### src/rtl/srm_pkg.sv
package srm_pkg;

    localparam int DBG_W       = 32;
    localparam int REG_AW      = 16;
    localparam int REG_DW      = 16;
    localparam int STATE_W     = 6;
    localparam int LINKUP_BIT  = 4;
    localparam int RXVALID_BIT = 0;
    localparam int DATA_EN_BIT = 5;
    localparam int PLL_EN_BIT  = 3;

    localparam logic [STATE_W-1:0] STALL_CODE = 6'h0D;
    localparam logic [REG_AW-1:0]  STAT_ADDR  = 16'h100D;
    localparam logic [REG_AW-1:0]  OVR_ADDR   = 16'h1005;
    localparam logic [REG_DW-1:0]  OVR_MASK   =
        REG_DW'((1 << DATA_EN_BIT) | (1 << PLL_EN_BIT));

    typedef enum logic [2:0] {
        ST_IDLE,
        ST_SETTLE,
        ST_STAT_RD,
        ST_OVR_RD,
        ST_OVR_SET,
        ST_HOLD,
        ST_OVR_RD2,
        ST_OVR_CLR
    } srm_state_e;

    typedef struct packed {
        logic              req;
        logic              wr;
        logic [REG_AW-1:0] addr;
    } reg_cmd_t;

    function automatic logic [REG_DW-1:0] ovr_force(input logic [REG_DW-1:0] v);
        return v | OVR_MASK;
    endfunction

    function automatic logic [REG_DW-1:0] ovr_release(input logic [REG_DW-1:0] v);
        return v & ~OVR_MASK;
    endfunction

    function automatic reg_cmd_t cmd_for(input srm_state_e s);
        reg_cmd_t c;
        c = '{req: 1'b0, wr: 1'b0, addr: '0};
        unique case (s)
            ST_STAT_RD: c = '{req: 1'b1, wr: 1'b0, addr: STAT_ADDR};
            ST_OVR_RD,
            ST_OVR_RD2: c = '{req: 1'b1, wr: 1'b0, addr: OVR_ADDR};
            ST_OVR_SET,
            ST_OVR_CLR: c = '{req: 1'b1, wr: 1'b1, addr: OVR_ADDR};
            default:    c = '{req: 1'b0, wr: 1'b0, addr: '0};
        endcase
        return c;
    endfunction

endpackage

### src/rtl/srm_timer.sv
module srm_timer #(
    parameter int CNT_W = 8
) (
    input  logic             clk,
    input  logic             rst,
    input  logic             load,
    input  logic [CNT_W-1:0] load_val,
    output logic             expired
);
    logic [CNT_W-1:0] cnt_q;

    always_ff @(posedge clk) begin
        if (rst) begin
            cnt_q <= '0;
        end else if (load) begin
            cnt_q <= load_val;
        end else if (cnt_q != '0) begin
            cnt_q <= cnt_q - 1'b1;
        end
    end

    assign expired = (cnt_q == '0);
endmodule

### src/rtl/srm_judge.sv
module srm_judge
    import srm_pkg::*;
(
    input  logic [DBG_W-1:0]  dbg_lo,
    input  logic [DBG_W-1:0]  dbg_hi,
    input  logic [REG_DW-1:0] stat_word,
    output logic              link_up,
    output logic              state_match,
    output logic              rx_valid
);
    logic [STATE_W-1:0] train_state;
    logic               judge_unused;

    assign train_state = dbg_lo[STATE_W-1:0];
    assign link_up     = dbg_hi[LINKUP_BIT];
    assign state_match = (train_state == STALL_CODE);
    assign rx_valid    = stat_word[RXVALID_BIT];

    assign judge_unused = ^(dbg_lo >> STATE_W)
                        ^ ^(dbg_hi & ~(DBG_W'(1) << LINKUP_BIT))
                        ^ ^(stat_word & ~(REG_DW'(1) << RXVALID_BIT));
endmodule

### src/rtl/spdchg_stall_recover.sv
module spdchg_stall_recover
    import srm_pkg::*;
#(
    parameter int SETTLE_CYC = 250000,
    parameter int HOLD_CYC   = 312500
) (
    input  logic              clk,
    input  logic              rst,
    input  logic              chk_req,
    input  logic [DBG_W-1:0]  dbg_lo,
    input  logic [DBG_W-1:0]  dbg_hi,
    output logic              reg_req,
    output logic              reg_wr,
    output logic [REG_AW-1:0] reg_addr,
    output logic [REG_DW-1:0] reg_wdata,
    input  logic              reg_ack,
    input  logic [REG_DW-1:0] reg_rdata,
    output logic              busy,
    output logic              recovered
);
    localparam int MAX_CYC = (SETTLE_CYC > HOLD_CYC) ? SETTLE_CYC : HOLD_CYC;
    localparam int CNT_W   = $clog2(MAX_CYC + 1) + 1;

    srm_state_e        state_q, state_d;
    logic [REG_DW-1:0] data_q;
    logic              recovered_q;
    reg_cmd_t          cmd;
    logic              acked;
    logic              tmr_load, tmr_expired;
    logic [CNT_W-1:0]  tmr_val;
    logic              link_up, state_match, rx_valid;

    assign cmd       = cmd_for(state_q);
    assign reg_req   = cmd.req;
    assign reg_wr    = cmd.wr;
    assign reg_addr  = cmd.addr;
    assign reg_wdata = data_q;
    assign acked     = cmd.req && reg_ack;
    assign busy      = (state_q != ST_IDLE);
    assign recovered = recovered_q;

    srm_judge u_judge (
        .dbg_lo      (dbg_lo),
        .dbg_hi      (dbg_hi),
        .stat_word   (reg_rdata),
        .link_up     (link_up),
        .state_match (state_match),
        .rx_valid    (rx_valid)
    );

    // one timer serves both the settle wait and the override hold
    assign tmr_load = ((state_q == ST_IDLE) && chk_req) ||
                      ((state_q == ST_OVR_SET) && acked);
    assign tmr_val  = (state_q == ST_IDLE) ? CNT_W'(SETTLE_CYC) : CNT_W'(HOLD_CYC);

    srm_timer #(.CNT_W(CNT_W)) u_timer (
        .clk      (clk),
        .rst      (rst),
        .load     (tmr_load),
        .load_val (tmr_val),
        .expired  (tmr_expired)
    );

    always_comb begin
        state_d = state_q;
        unique case (state_q)
            ST_IDLE:    if (chk_req) state_d = ST_SETTLE;
            ST_SETTLE:  if (tmr_expired) state_d = link_up ? ST_IDLE : ST_STAT_RD;
            ST_STAT_RD: if (acked) state_d = (rx_valid || !state_match) ? ST_IDLE : ST_OVR_RD;
            ST_OVR_RD:  if (acked) state_d = ST_OVR_SET;
            ST_OVR_SET: if (acked) state_d = ST_HOLD;
            ST_HOLD:    if (tmr_expired) state_d = ST_OVR_RD2;
            ST_OVR_RD2: if (acked) state_d = ST_OVR_CLR;
            ST_OVR_CLR: if (acked) state_d = ST_IDLE;
            default:    state_d = ST_IDLE;
        endcase
    end

    always_ff @(posedge clk) begin
        if (rst) begin
            state_q     <= ST_IDLE;
            data_q      <= '0;
            recovered_q <= 1'b0;
        end else begin
            state_q     <= state_d;
            recovered_q <= (state_q == ST_OVR_CLR) && acked;
            if (acked && (state_q == ST_OVR_RD)) begin
                data_q <= ovr_force(reg_rdata);
            end else if (acked && (state_q == ST_OVR_RD2)) begin
                data_q <= ovr_release(reg_rdata);
            end
        end
    end
endmodule

### config.mk
export PLATFORM = sky130hd
export DESIGN_NAME = spdchg_stall_recover
export DESIGN_NICKNAME = d
export VERILOG_FILES = /design/src/rtl/srm_pkg.sv /design/src/rtl/srm_timer.sv /design/src/rtl/srm_judge.sv /design/src/rtl/spdchg_stall_recover.sv
export SDC_FILE = /design/constraint.sdc
export NUM_CORES = 1
export LEC_CHECK = 0
export ABC_CLOCK_PERIOD_IN_PS = 2050
export BUFFER_PORTS_ARGS = -buffer_cell sky130_fd_sc_hd__buf_2
export CORE_ASPECT_RATIO = 0.9
export CORE_UTILIZATION = 41
export CTS_BUF_LIST = sky130_fd_sc_hd__clkbuf_8
export CTS_CLUSTER_SIZE = 12
export DETAILED_ROUTE_END_ITERATION = 6
export HOLD_SLACK_MARGIN = 0.03
export PLACE_DENSITY_LB_ADDON = 0.15
export SLEW_MARGIN = 20
export SYNTH_ARGS = -nofsm -noshare
export SYNTH_HDL_FRONTEND = slang
export SYNTH_SLANG_ARGS = --single-unit
### constraint.sdc
create_clock -name clk -period 2.05 [get_ports clk]
set_input_delay 0.3075 -clock clk [delete_from_list [all_inputs] [get_ports clk]]
set_output_delay 0.3075 -clock clk [all_outputs]
set_load 0.005 [all_outputs]
==> results.toml, run 1 <==
[clock_network]
cts_tree = "done"
cts.sinks = 39
post_cts_buffers = 0
htreeDepth = 2
cts.path.max_buffers = 2
clk_latency_ns = 0.29
cts_hold_buf = 0
clockRootBuffer = "clkbuf_8"
numCtsBuffers = 5
clkTransAtPathRegs_ns = 0.08

[synthesis]
synth.distinct_cells = 54
synth_warnings = 0
synthTopCellsByArea = "dfxtp_1, mux2i_1, buf_4"
ys.flop_type = "dfxtp_1"
yosysTopAreaCell = "dfxtp_1"
synth_enable_flop_cells = 0
ys_seq_area_share_pct = 36.8
synthArstFlopShare_pct = 0
netlist_area_um2 = 2120
synth_top_area_share_pct = 36.8
avgSynthCellArea_um2 = 8.79
ys_ff_latch = 39
syn_inst = 241

[layout]
diodes = 0
multi_input_area_um2 = 1220
fin_area_um2 = 2770
layout.cells.non_filler = 382
nFillCells = 458
syn_to_final_growth_pct = 30.9
layout-drive-gt1-share_pct = 34.7
final_net_count = 402
seq_area_um2 = 783

[floorplanning]
start_util_pct = 43.3
io_pins = 120
core_area_um2 = 4890
num_rows = 24
die_y_um = 70.2
die_area_um2 = 5460
die_x_um = 77.8

[global_routing]
grt_max_degree = 19
grt_pass1_vias = 1786
grt.total_usage_pct = 19.3
antenna_found_initial = 0
grt_pass1_wl_mm = 8.26
overflow = 0

[timing]
hold_ws_ns = 0.245
finalSetupViolCount = 0
worstMarginPinSlew_ns = 0.531
clock_skew_ns = 0.00394
hold_viol = 0
period_minus_slack_ns = 2.04
timing.final.max_slew_violations = 0
min_period_over_period_pct = 99.6
slew_headroom_pct = 63.7
fmax_mhz = 490
grt_setup_unrepaired = "true"

[placed_design]
place.port_buffers = 48
gp_congestion = 0.839
dp_hpwl_mm = 3.74
dpl_cell_area_um2 = 2610
dp_cells = 374

[pwr]
power_density_nw_per_um2 = 935
ir_drop_mv = 0.558
totalPowerFinal_mw = 2.59
p_leak_nw = 1.20

[critical_path]
cp-end-kind = "flop"
critPathLaunchType = "flop"
required_ns = 2.26
cp.arrival_ns = 2.25
crit_type = "reg -> reg"
critPathMaxFanout = 2

[drt]
wl_mm = 5.05
antenna_left = 0
drt_iter0_drc = 93
detail_route.wl_per_cell_um = 13.2
drtPass1Iterations = 4
num_vias = 2004
drc_errors = 0
routed_via_density = 5.25

[status]
status = "finished, final reports clean"

[min_path]
min_path_type = "in -> reg"

[run]
cap_viol_max_count = 0
-- logic make-up (layout without fill, tap and decap cells) --
kind of cell | after synthesis | after routing | synth area share, %
fa+ha+maj | 2 | 2 | 1.18
compound gates | 48 | 48 | 16.9
simple gates | 90 | 90 | 23.3
xor+xnor | 3 | 3 | 1.24
buf+inv | 34 | 99 | 8.97
mux | 24 | 24 | 11.4
other cells | 1 | 12 | 0.177
flops | 39 | 39 | 36.8
-- final cells by class --
| class | count | share of cell area [%] |
|---|---|---|
| repair buffers | 85 | 19.1 |
| inverters | 6 | 0.812 |
| well taps | 65 | 2.93 |
| multi-input cells | 179 | 44.0 |
| flip-flops and latches | 39 | 28.2 |
| clock inverters | 3 | 2.44 |
| clock buffers | 5 | 2.48 |
-- placed cells by master (no fill, tap or decap), types with 3 or more instances in the layout --
cell / n
conb_1: 12
clkbuf_8: 5
a2111oi_0: 4
buf_4: 36
a211oi_1: 5
inv_1: 5
nor2_1: 23
nand2_1: 16
dfxtp_1: 37
o31ai_1: 3
a21oi_1: 7
nor4_1: 9
nand3_1: 6
buf_2: 48
mux2i_1: 23
a311oi_1: 3
or3_1: 3
o21ai_0: 5
nand2b_1: 8
nor3_1: 3
-- path summary, 6_finish.rpt --
| kind | start | to | slack, ns | depth (start not counted) |
|---|---|---|---|---|
| hold / removal | reg_rdata[13] | reg_wdata[13]$_SDFFE_PP0P_ | 0.25 | 3 |
| setup / recovery | u_timer.cnt_q[6]$_SDFFE_PP0P_ | u_timer.cnt_q[12]$_SDFFE_PP0P_ | 0.009 | 4 |
| setup reg to reg | u_timer.cnt_q[6]$_SDFFE_PP0P_ | u_timer.cnt_q[12]$_SDFFE_PP0P_ | 0.009 | 4 |
| hold reg to reg | u_timer.cnt_q[19]$_SDFFE_PP0P_ | u_timer.cnt_q[19]$_SDFFE_PP0P_ | 0.48 | 2 |
-- report_power, final --
| part | total [mW] | switching (mW) | internal [mW] |
|---|---|---|---|
| clock | 0.769 | 0.284 | 0.485 |
| combinational | 0.921 | 0.451 | 0.470 |
| sequential | 0.905 | 0.0724 | 0.832 |
-- repair_timing --
item	CTS	global route
pin swaps	0	1
gates resized for setup	3	5
gates cloned	0	0
endpoints found under the setup margin	10	11
-- flip-flops by register name, indices dropped and copies added (netlist names) --
| register | flops |
|---|---|
| recovered | 1 |
| reg_wdata | 15 |
| state_q | 3 |
| u_timer.cnt_q | 20 |
-- cell usage after synthesis (3+ instances only) --
library cell and instances:
dfxtp_1 39, mux2i_1 23, nor2_1 23, buf_4 16, nand2_1 16, clkbuf_1 10
nor4_1 10, nand2b_1 8, a21oi_1 7, a211oi_1 6, inv_1 6, nand3_1 6
a2111oi_0 5, o21ai_0 5, a311oi_1 3, nor3_1 3, o31ai_1 3, or3_1 3
-- stage by stage --
| stage | setup TNS (ns) | utilization [%] | worst slack, ns |
|---|---|---|---|
| 6_report | 0 | 56.7 | 0.00868 |
| 5_1_grt | -0.0297 | 56.7 | -0.0297 |
| 4_1_cts | 0 | 56.2 | 0.00109 |
| 3_5_place_dp | -0.272 | 53.3 | -0.0482 |
| 3_3_place_gp | -0.351 | 53.3 | -0.0726 |
| 2_1_floorplan | 0 | - | 0.00948 |
-- critical path: stages, from the launching register on --
cell and delay (ns):
dfxtp_1 0.32, or4_4 0.53, or4_4 0.53, or3_1 0.33, a311oi_2 0.26
-- metal layers --
metal | routed length [µm] | global-route usage, % | vias to the layer above
li1 | - | - | 1013
met1 | 2430 | 25.1 | 915
met2 | 2250 | 31.8 | 67
met3 | 287 | 3.79 | 9
met4 | 76 | 6.92 | 0
met5 | 0 | 0 | -
No activity file was read; power rests on OpenSTA's default activity.
==> inputs of run 2 (changes only) <==
CTS_BUF_LIST = sky130_fd_sc_hd__clkbuf_4   (was sky130_fd_sc_hd__clkbuf_8)
==> run 2 against run 1 <==
Global-route usage grew 0.14 points. Routed wire length shrank 1.0%. Via count is essentially flat. Worst hold slack lost 0.066 ns. Largest cell class unchanged.
==> results.toml, run 2 (synthesized netlist as in run 1, its figures left out) <==
[pwr]
cellInternalPower_mw = 1.68
pwr-share-comb_pct = 37.2
p_leak_nw = 1.18
switching_share_pct = 32.0
sequentialPowerShare_pct = 36.6
ir_drop_mv = 0.540
clkPwrFrac_pct = 26.2
switchingPower_uw = 791
power_density_nw_per_um2 = 902

[floorplanning]
core_area_um2 = 4890
die_area_um2 = 5460
start_util_pct = 43.3
die_y_um = 70.2
io_pins = 120
die_x_um = 77.8
num_rows = 24

[clock_network]
post_cts_buffers = 0
cts.path.max_buffers = 2
cts_hold_buf = 0
clkTransAtPathRegs_ns = 0.13
cts.sinks = 39
htreeDepth = 2
numCtsBuffers = 5
clockRootBuffer = "clkbuf_4"
clk_latency_ns = 0.35
cts_tree = "done"

[timing]
finalWorstSetupSlack_ns = 0.00355
min_period_over_period_pct = 99.8
grt_setup_unrepaired = "true"
hold_viol = 0
period_minus_slack_ns = 2.05
clock_skew_ns = 0.00850
slew_headroom_pct = 63.9
fmax_mhz = 489
timing.final.max_slew_violations = 0
hold_ws_ns = 0.180
finalSetupViolCount = 0
worstMarginPinSlew_ns = 0.528

[layout]
seq_area_um2 = 783
diodes = 0
final_net_count = 402
largest_register_ffs = 20
multi_input_area_um2 = 1220
fin_area_um2 = 2740
syn_to_final_growth_pct = 29.4
regMostFlops = "u_timer.cnt_q"
final_common_cell = "buf_2"
final_cell_mix = "buf_2, dfxtp_1, buf_4"
layout-drive-gt1-share_pct = 34.7
nFillCells = 461

[critical_path]
r2r_slack_ns = 0.004
critPathLaunchType = "flop"
path_buf_inv = 0
worstPathCellList = "or4_4 -> or4_4 -> or3_1 -> a311oi_2"
critPathMaxStageDelay_ns = 0.53
required_ns = 2.32
cp-end-kind = "flop"
cp_common_cell = "or4_4"
crit_type = "reg -> reg"
cp_slowest_cell = "or4_4"
critPathMaxFanout = 2
crit_family = "simple AND/OR/NAND/NOR gates"
cp.arrival_ns = 2.32

[drt]
wl_mm = 5.00
drt_iter0_drc = 89
drc_errors = 0
antenna_left = 0
routed_via_density = 5.25
num_vias = 2006
detail_route.wl_per_cell_um = 13.1
drtPass1Iterations = 4

[global_routing]
grt.total_usage_pct = 19.5
overflow = 0
grt_pass1_vias = 1784
antenna_found_initial = 0
grt_pass1_wl_mm = 8.29
grt_max_degree = 19

[min_path]
min_path_type = "in -> reg"

[placed_design]
dp_hpwl_mm = 3.74
place.port_buffers = 48
dpl_cell_area_um2 = 2610
gp_congestion = 0.839
pre_cts_ws_ns = -0.0482

[run]
cap_viol_max_count = 0

[status]
status = "finished, final reports clean"
run 2: cell counts in the layout (fill, tap and decap cells not counted):
No cell type changed its count.
run 2: area by class of cell:
type | count | area share, %
Multi-Input combinational cell | 179 | 44.5
Sequential cell | 39 | 28.6
Timing Repair Buffer | 85 | 19.3
Tap cell | 65 | 2.97
Clock inverter | 3 | 2.46
Clock buffer | 5 | 1.37
Inverter | 6 | 0.821
run 2: per-stage QoR:
stage / total power, mW / cells / setup TNS (ns) / utilization, %
6_report: 2.47 / 382 / 0 / 56.0
5_1_grt: 2.64 / 382 / -0.0394 / 56.0
4_1_cts: 2.47 / 382 / -0.0117 / 55.6
3_5_place_dp: 1.80 / 374 / -0.272 / 53.3
3_3_place_gp: 1.79 / 374 / -0.351 / 53.3
2_1_floorplan: 1.41 / 252 / 0 / -
run 2: routing by layer:
metal  track usage [%]  vias up  wire, µm
li1                  -     1016         -
met1              25.3      915      2370
met2              31.7       68      2240
met3              3.79        7       325
met4              7.55        0        70
met5                 0        -         0
run 2: path summary, 6_finish.rpt:
kind                             startpoint                        endpoint  cells after the start
min                           reg_rdata[15]      reg_wdata[15]$_SDFFE_PP0P_                      3
max           u_timer.cnt_q[6]$_SDFFE_PP0P_  u_timer.cnt_q[12]$_SDFFE_PP0P_                      4
max reg2reg   u_timer.cnt_q[6]$_SDFFE_PP0P_  u_timer.cnt_q[12]$_SDFFE_PP0P_                      4
min reg2reg  u_timer.cnt_q[19]$_SDFFE_PP0P_  u_timer.cnt_q[19]$_SDFFE_PP0P_                      2
run 2: tightest hold or removal path, delay by kind of cell:
family                 cells  cell delay (ns)
multiplexers               1             0.06
AND/OR/NAND/NOR            1             0.07
buffers and inverters      1             0.07
run 2: power groups by stage:
stage	combinational, mW	sequential, mW	clock, mW
finish	0.920	0.904	0.648
global route	1.01	0.917	0.713
CTS	0.894	0.902	0.674
detailed placement	0.881	0.917	0
global placement	0.873	0.915	0
floorplan	0.499	0.915	0
run 2: timing repair:
action | CTS | global route
endpoints found under the setup margin | 11 | 12
gates resized for setup | 4 | 4
pin swaps | 0 | 1
